==> config.mk <==
export PLATFORM = sky130hd
export DESIGN_NAME = rdx_passthru
export DESIGN_NICKNAME = d
export VERILOG_FILES = /design/src/rtl/rdx_pkg.sv /design/src/rtl/rdx_frame_ctl.sv /design/src/rtl/rdx_sum_slice.sv /design/src/rtl/rdx_max_slice.sv /design/src/rtl/rdx_out_steer.sv /design/src/rtl/rdx_passthru.sv
export SDC_FILE = /design/constraint.sdc
export NUM_CORES = 1
export LEC_CHECK = 0
export CORE_AREA = 2 2 96 121
export CTS_CLUSTER_DIAMETER = 80
export DETAILED_ROUTE_END_ITERATION = 6
export DIE_AREA = 0 0 98 123
export GPL_TIMING_DRIVEN = 0
export HOLD_SLACK_MARGIN = 0.06
export PLACE_DENSITY = 0.76
export SYNTH_ARGS = -nofsm -noshare
export SYNTH_HDL_FRONTEND = slang
export SYNTH_SLANG_ARGS = --single-unit
==> constraint.sdc <==
create_clock -name clk -period 5.1 [get_ports clk]
set_input_delay 0.51 -clock clk [delete_from_list [all_inputs] [get_ports clk]]
set_output_delay 0.51 -clock clk [all_outputs]
set_load 0.02 [all_outputs]
==> src/rtl/rdx_pkg.sv <==
package rdx_pkg;
    localparam int NLINK  = 8;
    localparam int LSEL_W = $clog2(NLINK);
    localparam int NOPS   = NLINK + 1;
    localparam int CRY_W  = $clog2(NOPS);

    typedef enum logic [1:0] {
        MODE_OFF   = 2'd0,
        MODE_SUM   = 2'd1,
        MODE_MAX   = 2'd2,
        MODE_BCAST = 2'd3
    } rdx_mode_e;

    typedef enum logic [1:0] {
        ST_IDLE  = 2'd0,
        ST_RUN   = 2'd1,
        ST_DRAIN = 2'd2
    } rdx_state_e;

    typedef struct packed {
        rdx_mode_e        mode;
        logic [NLINK-1:0] src;
        logic [NLINK-1:0] dst;
    } rdx_route_t;

    function automatic logic [NLINK-1:0] sel_onehot(input logic [LSEL_W-1:0] idx);
        logic [NLINK-1:0] v;
        v      = '0;
        v[idx] = 1'b1;
        return v;
    endfunction

    function automatic logic [CRY_W:0] ones_count(input logic [NOPS-1:0] v);
        logic [CRY_W:0] n;
        n = '0;
        for (int i = 0; i < NOPS; i++) n = n + {{CRY_W{1'b0}}, v[i]};
        return n;
    endfunction
endpackage

==> src/rtl/rdx_frame_ctl.sv <==
module rdx_frame_ctl
    import rdx_pkg::*;
#(
    parameter int W = 32,
    localparam int CNT_W = $clog2(W + 1),
    localparam int IDX_W = $clog2(W)
) (
    input  logic             clk,
    input  logic             rst,
    input  rdx_route_t       live,
    input  logic [NLINK-1:0] link_in,
    output rdx_route_t       route,
    output logic             start_fire,
    output logic             run,
    output logic             last,
    output logic             drain,
    output logic             err,
    output logic [IDX_W-1:0] bit_pos
);
    rdx_state_e       state;
    logic [CNT_W-1:0] cnt;
    rdx_route_t       lat;
    logic [NLINK-1:0] starts;
    logic             misalign;

    assign starts     = live.src & link_in;
    assign start_fire = (state == ST_IDLE) && (live.src != '0) && (starts == live.src);
    assign misalign   = (state == ST_IDLE) && (starts != '0) && (starts != live.src);
    assign run        = (state == ST_RUN);
    assign drain      = (state == ST_DRAIN);
    assign last       = run && (cnt == CNT_W'(W - 1));
    assign route      = (state == ST_IDLE) ? live : lat;
    assign bit_pos    = cnt[IDX_W-1:0];

    always_ff @(posedge clk) begin
        if (rst) begin
            state <= ST_IDLE;
            cnt   <= '0;
            lat   <= '0;
            err   <= 1'b0;
        end else begin
            err <= misalign;
            case (state)
                ST_IDLE: begin
                    cnt <= '0;
                    if (start_fire) begin
                        state <= ST_RUN;
                        lat   <= live;
                    end else if (misalign) begin
                        state <= ST_DRAIN;
                    end
                end
                ST_RUN: begin
                    if (cnt == CNT_W'(W - 1)) state <= ST_IDLE;
                    else cnt <= cnt + 1'b1;
                end
                ST_DRAIN: begin
                    if (cnt == CNT_W'(W)) state <= ST_IDLE;
                    else cnt <= cnt + 1'b1;
                end
                default: state <= ST_IDLE;
            endcase
        end
    end

    // an error pulse is always accompanied by the drain period
    a_r8_err_drains: assert property (@(posedge clk) disable iff (rst) err |-> drain);
endmodule

==> src/rtl/rdx_sum_slice.sv <==
module rdx_sum_slice
    import rdx_pkg::*;
(
    input  logic            clk,
    input  logic            rst,
    input  logic            clear,
    input  logic            step,
    input  logic [NOPS-1:0] ops,
    output logic            sum_bit
);
    logic [CRY_W-1:0] carry;
    logic [CRY_W:0]   total;

    assign total   = ones_count(ops) + {1'b0, carry};
    assign sum_bit = total[0];

    always_ff @(posedge clk) begin
        if (rst || clear) carry <= '0;
        else if (step)    carry <= total[CRY_W:1];
    end

    // the kept carry never exceeds the operand count minus one
    a_r4_carry_bound: assert property (@(posedge clk) disable iff (rst)
        carry <= CRY_W'(NOPS - 1));
endmodule

==> src/rtl/rdx_max_slice.sv <==
module rdx_max_slice
    import rdx_pkg::*;
(
    input  logic            clk,
    input  logic            rst,
    input  logic            load,
    input  logic [NOPS-1:0] init,
    input  logic            step,
    input  logic            last,
    input  logic [NOPS-1:0] ops,
    output logic            max_bit
);
    logic [NOPS-1:0] cand;
    logic [NOPS-1:0] ones;

    assign ones    = cand & ops;
    assign max_bit = |ones;

    always_ff @(posedge clk) begin
        if (rst)                   cand <= '0;
        else if (load)             cand <= init;
        else if (step && max_bit)  cand <= ones;
    end

    // candidates only ever drop out during a frame
    a_r5_cand_shrink: assert property (@(posedge clk) disable iff (rst)
        (step && !last) |=> ((cand & ~$past(cand)) == '0));
endmodule

==> src/rtl/rdx_out_steer.sv <==
module rdx_out_steer
    import rdx_pkg::*;
#(
    parameter int W = 32
) (
    input  logic             clk,
    input  logic             rst,
    input  rdx_route_t       route,
    input  logic             start_fire,
    input  logic             run,
    input  logic             last,
    input  logic             sum_bit,
    input  logic             max_bit,
    input  logic             bc_bit,
    output logic [NLINK-1:0] link_out,
    output logic [W-1:0]     bcast_word,
    output logic             bcast_done
);
    logic res_bit;

    always_comb begin
        case (route.mode)
            MODE_SUM:   res_bit = sum_bit;
            MODE_MAX:   res_bit = max_bit;
            MODE_BCAST: res_bit = bc_bit;
            default:    res_bit = 1'b0;
        endcase
    end

    always_ff @(posedge clk) begin
        if (rst) begin
            link_out   <= '0;
            bcast_word <= '0;
            bcast_done <= 1'b0;
        end else begin
            if (start_fire)  link_out <= route.dst;
            else if (run)    link_out <= route.dst & {NLINK{res_bit}};
            else             link_out <= '0;
            if (run && route.mode == MODE_BCAST)
                bcast_word <= {bc_bit, bcast_word[W-1:1]};
            bcast_done <= run && last && (route.mode == MODE_BCAST);
        end
    end

    // the output start bit follows the input start by one cycle
    a_r2_start_next: assert property (@(posedge clk) disable iff (rst)
        (start_fire && route.dst != '0) |=> (link_out == $past(route.dst)));
    // completion is only signalled right after a running frame
    a_r6_done_after_run: assert property (@(posedge clk) disable iff (rst)
        bcast_done |-> $past(run));
endmodule

==> src/rtl/rdx_passthru.sv <==
module rdx_passthru
    import rdx_pkg::*;
#(
    parameter int W = 32
) (
    input  logic                 clk,
    input  logic                 rst,
    input  logic [1:0]           cfg_mode,
    input  logic [NLINK-1:0]     cfg_in_mask,
    input  logic [LSEL_W-1:0]    cfg_in_sel,
    input  logic [LSEL_W-1:0]    cfg_out_sel,
    input  logic [NLINK-1:0]     cfg_out_mask,
    input  logic [W-1:0]         cfg_local_word,
    input  logic                 cfg_clear_carry,
    input  logic [NLINK-1:0]     link_in,
    output logic [NLINK-1:0]     link_out,
    output logic                 align_err,
    output logic [W-1:0]         bcast_word,
    output logic                 bcast_done
);
    localparam int IDX_W = $clog2(W);

    rdx_route_t       live, route;
    rdx_mode_e        mode_in;
    logic             start_fire, run, last, drain;
    logic [IDX_W-1:0] bit_pos, msb_pos;
    logic             local_bit, sum_bit, max_bit, bc_bit;
    logic [NOPS-1:0]  ops;

    assign mode_in = rdx_mode_e'(cfg_mode);

    always_comb begin
        live.mode = mode_in;
        case (mode_in)
            MODE_SUM, MODE_MAX: begin
                live.src = cfg_in_mask;
                live.dst = sel_onehot(cfg_out_sel);
            end
            MODE_BCAST: begin
                live.src = sel_onehot(cfg_in_sel);
                live.dst = cfg_out_mask;
            end
            default: begin
                live.src = '0;
                live.dst = '0;
            end
        endcase
    end

    rdx_frame_ctl #(.W(W)) u_ctl (
        .clk(clk), .rst(rst), .live(live), .link_in(link_in),
        .route(route), .start_fire(start_fire), .run(run), .last(last),
        .drain(drain), .err(align_err), .bit_pos(bit_pos)
    );

    assign msb_pos   = IDX_W'(W - 1) - bit_pos;
    assign local_bit = (route.mode == MODE_MAX) ? cfg_local_word[msb_pos]
                                                : cfg_local_word[bit_pos];
    assign ops       = {local_bit, link_in & route.src};
    assign bc_bit    = |(link_in & route.src);

    rdx_sum_slice u_sum (
        .clk(clk), .rst(rst),
        .clear(cfg_clear_carry && !run && !drain),
        .step(run && route.mode == MODE_SUM),
        .ops(ops), .sum_bit(sum_bit)
    );

    rdx_max_slice u_max (
        .clk(clk), .rst(rst),
        .load(start_fire && route.mode == MODE_MAX),
        .init({1'b1, route.src}),
        .step(run && route.mode == MODE_MAX),
        .last(last), .ops(ops), .max_bit(max_bit)
    );

    rdx_out_steer #(.W(W)) u_steer (
        .clk(clk), .rst(rst), .route(route), .start_fire(start_fire),
        .run(run), .last(last), .sum_bit(sum_bit), .max_bit(max_bit),
        .bc_bit(bc_bit), .link_out(link_out), .bcast_word(bcast_word),
        .bcast_done(bcast_done)
    );

    // nothing leaves the node while a bad frame drains
    a_r8_drain_silent: assert property (@(posedge clk) disable iff (rst)
        drain |-> (link_out == '0));
    // a reduction result drives at most one link
    a_r3_single_link: assert property (@(posedge clk) disable iff (rst)
        (run && route.mode != MODE_BCAST) |-> $onehot0(link_out));
endmodule

Word-level counts from Yosys, hierarchy flattened
Index checks and enable logic that the tools add are counted.
- output and inout port bits: 42
- register bits after elaboration: 81
- add/subtract/negate cells: 11
- bitwise operators: 4
- reductions and logical operators: 30
- equal/unequal tests: 17
- $lt $le $gt $ge: 6
- muxes and demuxes: 24
- operators by type and width (operator ; number):
    $add 5x1->5 ; 7
    $pmux 16 s2 ; 1
    $and 8x8->8 ; 3
    $mux 18 ; 1
    $mux 9 ; 2
    $pmux 6 s3 ; 1
    $logic_and 1x1->1 ; 16
    $mux 8 ; 2
    $reduce_bool 8->1 ; 2
    $lt 5x6->1 const B ; 2
    $mux 6 ; 2
    $bmux 1 s5 ; 2
    $eq 2x2->1 const B ; 5
    $and 9x9->9 ; 1
    $reduce_or 9->1 ; 1
    $eq 8x8->1 ; 1
    $lt 3x4->1 const B ; 2
    $mux 2 ; 4
    $ne 8x8->1 ; 1
    $reduce_or 8->1 ; 1
    $add 6x1->6 const B ; 1
    $demux 1 s3 ; 2
    $eq 2x1->1 const B ; 3
    $eq 6x5->1 const B ; 1
    19 further kinds ; 28

Longest topological paths before layout
- word-level depth: 20
- depth in mapped cells: 24
- mapped depth without buffers: 23

Modules after synthesis
From an unflattened synthesis, not the netlist that was laid out.
- cells, all modules: 535
- area, all modules: 4799.6 sq um
- modules (own cells, without submodules) (module ; instances ; cells an instance ; area an instance (sq um) ; sequential area each (sq um)):
    rdx_frame_ctl ; 1 ; 165 ; 1544.0 ; 540.5
    rdx_out_steer ; 1 ; 163 ; 1406.3 ; 820.8
    rdx_passthru ; 1 ; 104 ; 944.7 ; 0.0
    rdx_max_slice ; 1 ; 56 ; 459.2 ; 180.2
    rdx_sum_slice ; 1 ; 47 ; 445.4 ; 80.1

Worst setup path after synthesis
Ideal clock, no wire load.
- kind: register to register
- start point: reg u_ctl.cnt[0]
- end point: reg u_sum.carry[3]
- buffers on the path: 2
- cell stages (with the launch flop): 21
- data arrival time: 4.987 ns
- period minus slack after synthesis: 5.102 ns
- setup slack: -0.002 ns
- library setup time: 0.115 ns
- path through: dfxtp_1 -> buf_2 -> buf_2 -> mux4_2 -> mux4_2 -> mux2_2 -> o21ai_0 -> fa_1 -> fa_1 -> inv_1 -> fa_1 -> inv_1 -> fa_1 -> inv_1 -> fa_1 -> a21o_1 -> a21oi_1 -> xor2_1 -> nor2_1 -> a21oi_1 -> nor2_1
- cells in the longest elaborated chain, start to end: 6
- elaborated cells on any way between the ends: 8
- classes of those cells: add/sub (3); mux (5)
- RTL lines (element ; line ; RTL):
    from (decl) ; rdx_frame_ctl.sv:21 ; logic [CNT_W-1:0] cnt;
    from (signal assigned) ; rdx_frame_ctl.sv:55 ; else cnt <= cnt + 1'b1;
    from (signal assigned) ; rdx_frame_ctl.sv:59 ; else cnt <= cnt + 1'b1;
    $sub 5x5->5 ; rdx_passthru.sv:56 ; assign msb_pos = IDX_W'(W - 1) - bit_pos;
    $bmux 1 s5 ; rdx_passthru.sv:57 ; assign local_bit = (route.mode == MODE_MAX) ? cfg_local_word[msb_pos]
    $mux 1 (implied by the code) ; rdx_passthru.sv:57 ;
    $mux 1 * ; rdx_passthru.sv:57 ;
    $add 5x1->5 * ; rdx_pkg.sv:36 ; for (int i = 0; i < NOPS; i++) n = n + {{CRY_W{1'b0}}, v[i]};
    $add 5x4->5 * ; rdx_sum_slice.sv:14 ; assign total = ones_count(ops) + {1'b0, carry};
    to (signal assigned) ; rdx_sum_slice.sv:19 ; else if (step) carry <= total[CRY_W:1];
    to (decl) ; rdx_sum_slice.sv:11 ; logic [CRY_W-1:0] carry;
Mark *: on every way between the ends. The rest lies on a longest branch, timed or not. The select of a mux whose other input is x is not followed.
A chain may end at the register's enable or synchronous reset.

Final worst setup path
- start point: in cfg_local_word[27]
- end point: reg u_steer.link_out[2]
- cells in the longest elaborated chain, start to end: 9
- elaborated cells on any way between the ends: 13
- classes of those cells: add/sub (2); mux (8); bitwise (2); reduce/logical (1)
- RTL lines (element ; line ; RTL):
    from (decl) ; rdx_passthru.sv:13 ; input logic [W-1:0] cfg_local_word,
    $bmux 1 s5 (on tied branches) ; rdx_passthru.sv:58, rdx_passthru.sv:57 ;
    $mux 1 (on tied branches) ; rdx_passthru.sv:58, rdx_passthru.sv:57 ;
    $mux 1 * ; rdx_passthru.sv:57 ;
    $add 5x1->5 or $and 9x9->9 (tied branches) ; rdx_pkg.sv:36, rdx_max_slice.sv:16 ;
    $add 5x4->5 or $reduce_or 9->1 (tied branches) ; rdx_sum_slice.sv:14, rdx_max_slice.sv:17 ;
    $pmux 1 s3 * ; rdx_out_steer.sv:22 ; case (route.mode)
    $and 8x8->8 * ; rdx_out_steer.sv:37 ; else if (run) link_out <= route.dst & {NLINK{res_bit}};
    $mux 8 * ; rdx_out_steer.sv:37 ;
    $mux 8 * ; rdx_out_steer.sv:36 ; if (start_fire) link_out <= route.dst;
    to (signal assigned) ; rdx_out_steer.sv:36 ;
    to (signal assigned) ; rdx_out_steer.sv:37 ;
    to (decl) ; rdx_out_steer.sv:15 ; output logic [NLINK-1:0] link_out,
Marks and branches as above.

==> flow_summary.yaml <==
cells_and_area:
  fin_cells: 840
  fin_area_sq_um: 6680
  area_growth_syn_to_layout_pct: 33.2
  nets: 791
  diodes: 0
  postLayoutCoreUtil: 0.611
  drive_gt1_frac: 0.125
floorplanning:
  die_area_sq_um: 12100
  die_y_um: 123
  die_w_um: 98
  start_util: 0.459
  rows: 43
  io_pins: 109
  core_area_sq_um: 10900
clocking:
  insertion_delay_ns: 0.34
  cts_made_buffers: 9
  clockRootBuffer: "clkbuf_16"
  cts.sinks: 81
  clk_pin_slew_worst_paths_ns: 0.06
  cts_tree: "yes"
  h-tree-depth: 3
  clk_path_buf_depth: 2
sta:
  fmax_mhz: 201
  rsz0062_at_grt: "true"
  relSlewSlack: 0.519
  hold_viol: 0
  period_share: 0.978
  fin_ws_ns: 0.113
  final.min_clock_period_ns: 4.99
  report.final.setup_viol: 0
  slew_viol_final: 0
  clock_skew_ns: 0.00585
  worst_pin_slew_ns: 0.721
synthesis:
  synthMostInstantiatedCell: "dfxtp_1"
  netlist_top_cells_area: "dfxtp_1 32%, mux4_2 6.7%, nand2_1 5.8%, mux2i_1 5.8%, a21oi_1 4.9%"
  synth_area_leader_cell: "dfxtp_1"
  synth_top_area_share: 0.324
  yosysSeqAreaShare: 0.324
  yosys-top-cells-count: "81 x dfxtp_1, 78 x nand2_1, 61 x nor2_1"
  syn_nets: 670
  synth_cell_type_count: 72
  synth_edf_count: 0
  yosysWarnings: 0
  async_flop_share: 0
  netlist_area_sq_um: 5010
  syn_inst: 579
  syn_area_per_cell_sq_um: 8.65
  synth_ff_type: "dfxtp_1"
  synth-seq-cells: 81
worst_hold_path:
  hold_path_startpoint: "u_steer.bcast_word[0]$_SDFFE_PP0P_"
  whs_path_depth: 2
  holdCritPathClass: "reg2reg"
  holdPathEnd: "u_steer.bcast_word[0]$_SDFFE_PP0P_"
setup_path:
  rr_startpoint: "u_ctl.cnt[0]$_SDFFE_PP0P_"
  critical_path_arrival_ns: 5.18
  rr_worst_depth: 18
  crit_required_ns: 5.29
  worstSetupPathType: "in2reg"
  r2r_slack_ns: 0.13
  worstSetupEndpointType: "flip-flop"
  critPathLaunchType: "input pin"
  path_max_fanout: 8
  r2r-end: "u_steer.link_out[2]$_SDFF_PP0_"
placed_design:
  place_area_sq_um: 6260
  hpwl_mm: 10.2
  pre_cts_slack_ns: -0.848
  globalplace.congestion: 0.901
  dp.cells: 822
  port-buffer-count: 108
power:
  power.total_mw: 2.08
  p_leak_nw: 2.48
  max-vdd-ir-drop_uv: 210
  power_density_nw_per_um2: 311
route:
  finalWirelength_mm: 13.3
  remaining_drc_errors: 0
  wl_per_cell_um: 15.9
  antenna_left: 0
  dr.first_iter.drc_count: 255
  num_vias: 4769
  first_pass_iters: 5
  via_per_inst: 5.68
global_routing:
  grt_pass1_vias: 4658
  grt_pass1_wl_mm: 22.1
  grt_max_degree: 16
  grt_overflow_total: 0
  track_usage: 0.225
  antenna_found_initial: 0
status:
  status: "complete, no violations"
job:
  maxCapViolCount: 0
[flip-flops by register name, summed over array words and instances (netlist names)]
signal	flops
u_steer.bcast_done	1
u_steer.bcast_word	32
u_max.cand	9
u_ctl.err	1
u_steer.link_out	8
u_ctl.state	2
u_ctl.lat	18
u_sum.carry	4
u_ctl.cnt	6
[worst max path at each step]
stage                                          from                             end  slack (ns)  cells after the start
after detailed placement                cfg_mode[1]  u_steer.link_out[2]$_SDFF_PP0_       -0.85                     20
final                            cfg_local_word[27]  u_steer.link_out[2]$_SDFF_PP0_        0.11                     17
after global placement                  cfg_mode[1]  u_steer.link_out[0]$_SDFF_PP0_       -0.79                     21
after floorplan           u_ctl.cnt[1]$_SDFFE_PP0P_     u_sum.carry[3]$_SDFFE_PP0P_        0.04                     21
after CTS                 u_ctl.cnt[1]$_SDFFE_PP0P_     u_sum.carry[3]$_SDFFE_PP0P_       0.008                     21
after global routing      u_ctl.cnt[0]$_SDFFE_PP0P_     u_sum.carry[3]$_SDFFE_PP0P_       -0.04                     20
[power by group]
part | internal (mW) | switching, mW | total (mW)
logic | 0.373 | 0.423 | 0.796
registers | 0.659 | 0.0186 | 0.678
clock network | 0.334 | 0.267 | 0.602
total | 1.37 | 0.709 | 2.08
[routing by layer]
layer | wire (um) | global-route usage | share of wire | vias to the layer above
li1 | - | - | - | 2304
met1 | 5580 | 0.267 | 0.42 | 2269
met2 | 6660 | 0.405 | 0.50 | 162
met3 | 646 | 0.0339 | 0.049 | 34
met4 | 434 | 0.0964 | 0.033 | 0
met5 | 0 | 0 | 0 | -
[layout make-up]
type | count | area [sq um]
Sequential cell | 81 | 1620
Multi-Input combinational cell | 435 | 3200
Clock buffer | 9 | 225
Timing Repair Buffer | 113 | 1120
Tap cell | 135 | 169
Fill cell | 964 | 4250
Buffer | 35 | 191
Clock inverter | 7 | 55.1
Inverter | 25 | 93.8
[through the flow]
stage          TNS, ns  hold WS (ns)
6_report             0         0.458
3_5_place_dp     -8.96         0.453
5_1_grt        -0.0357         0.491
2_1_floorplan        0         0.452
3_3_place_gp     -8.22         0.445
4_1_cts              0         0.462
[what timing repair did]
action | CTS | global route
gates resized for setup | 25 | 21
buffers inserted | 4 | 1
hold buffers | 0 | 0
setup endpoints to repair | 12 | 10
pin swaps | 1 | 5
[cell usage in the layout (no fill, tap or decap), types with 3 or more instances in the layout]
cell type,synthesis,layout
and2_1,9,9
nor2b_1,5,5
o21ai_2,2,5
xor2_1,6,6
a21o_1,6,6
mux2i_1,29,29
o21ai_0,15,12
nor3b_1,3,3
dfxtp_1,81,80
nand3_1,8,8
nand4_1,6,6
and4b_1,3,3
nand2_1,78,78
buf_4,2,7
a22oi_1,6,6
clkbuf_1,26,23
o21ai_1,7,7
ha_1,19,17
nand3b_1,5,5
nor2_1,61,61
buf_6,1,3
o22ai_1,3,3
inv_1,25,24
mux2_2,8,7
o32a_1,4,4
mux4_2,15,15
clkdlybuf4s50_1,0,104
clkbuf_16,0,9
nor3_1,11,11
a21oi_1,49,47
fa_1,5,3
a32oi_1,5,5
nand2b_1,17,17
[logic make-up (layout without fill, tap and decap cells)]
kind of cell,Yosys count,count (layout),synth area share
AOI/OAI and AO/OA,131,131,0.185
DFF,81,81,0.324
and+or+nand+nor,220,220,0.215
xor gates and xnor gates,8,8,0.0140
adders and majority gates,24,24,0.0674
buffers and inverters,63,189,0.0519
muxes,52,52,0.143
[worst max-delay path, stage by stage]
cell and delay, ns:
clkdlybuf4s50_1 0.43, mux4_2 0.50, mux4_2 0.48, mux2_4 0.28, o21ai_2 0.16, fa_1 0.45, fa_1 0.49, inv_1 0.05
fa_1 0.47, inv_1 0.05, fa_2 0.51, inv_1 0.04, o211ai_1 0.18, a41oi_1 0.10, a311oi_4 0.25, buf_6 0.17
nor3_1 0.06
Power figures use the tool's default switching activity.
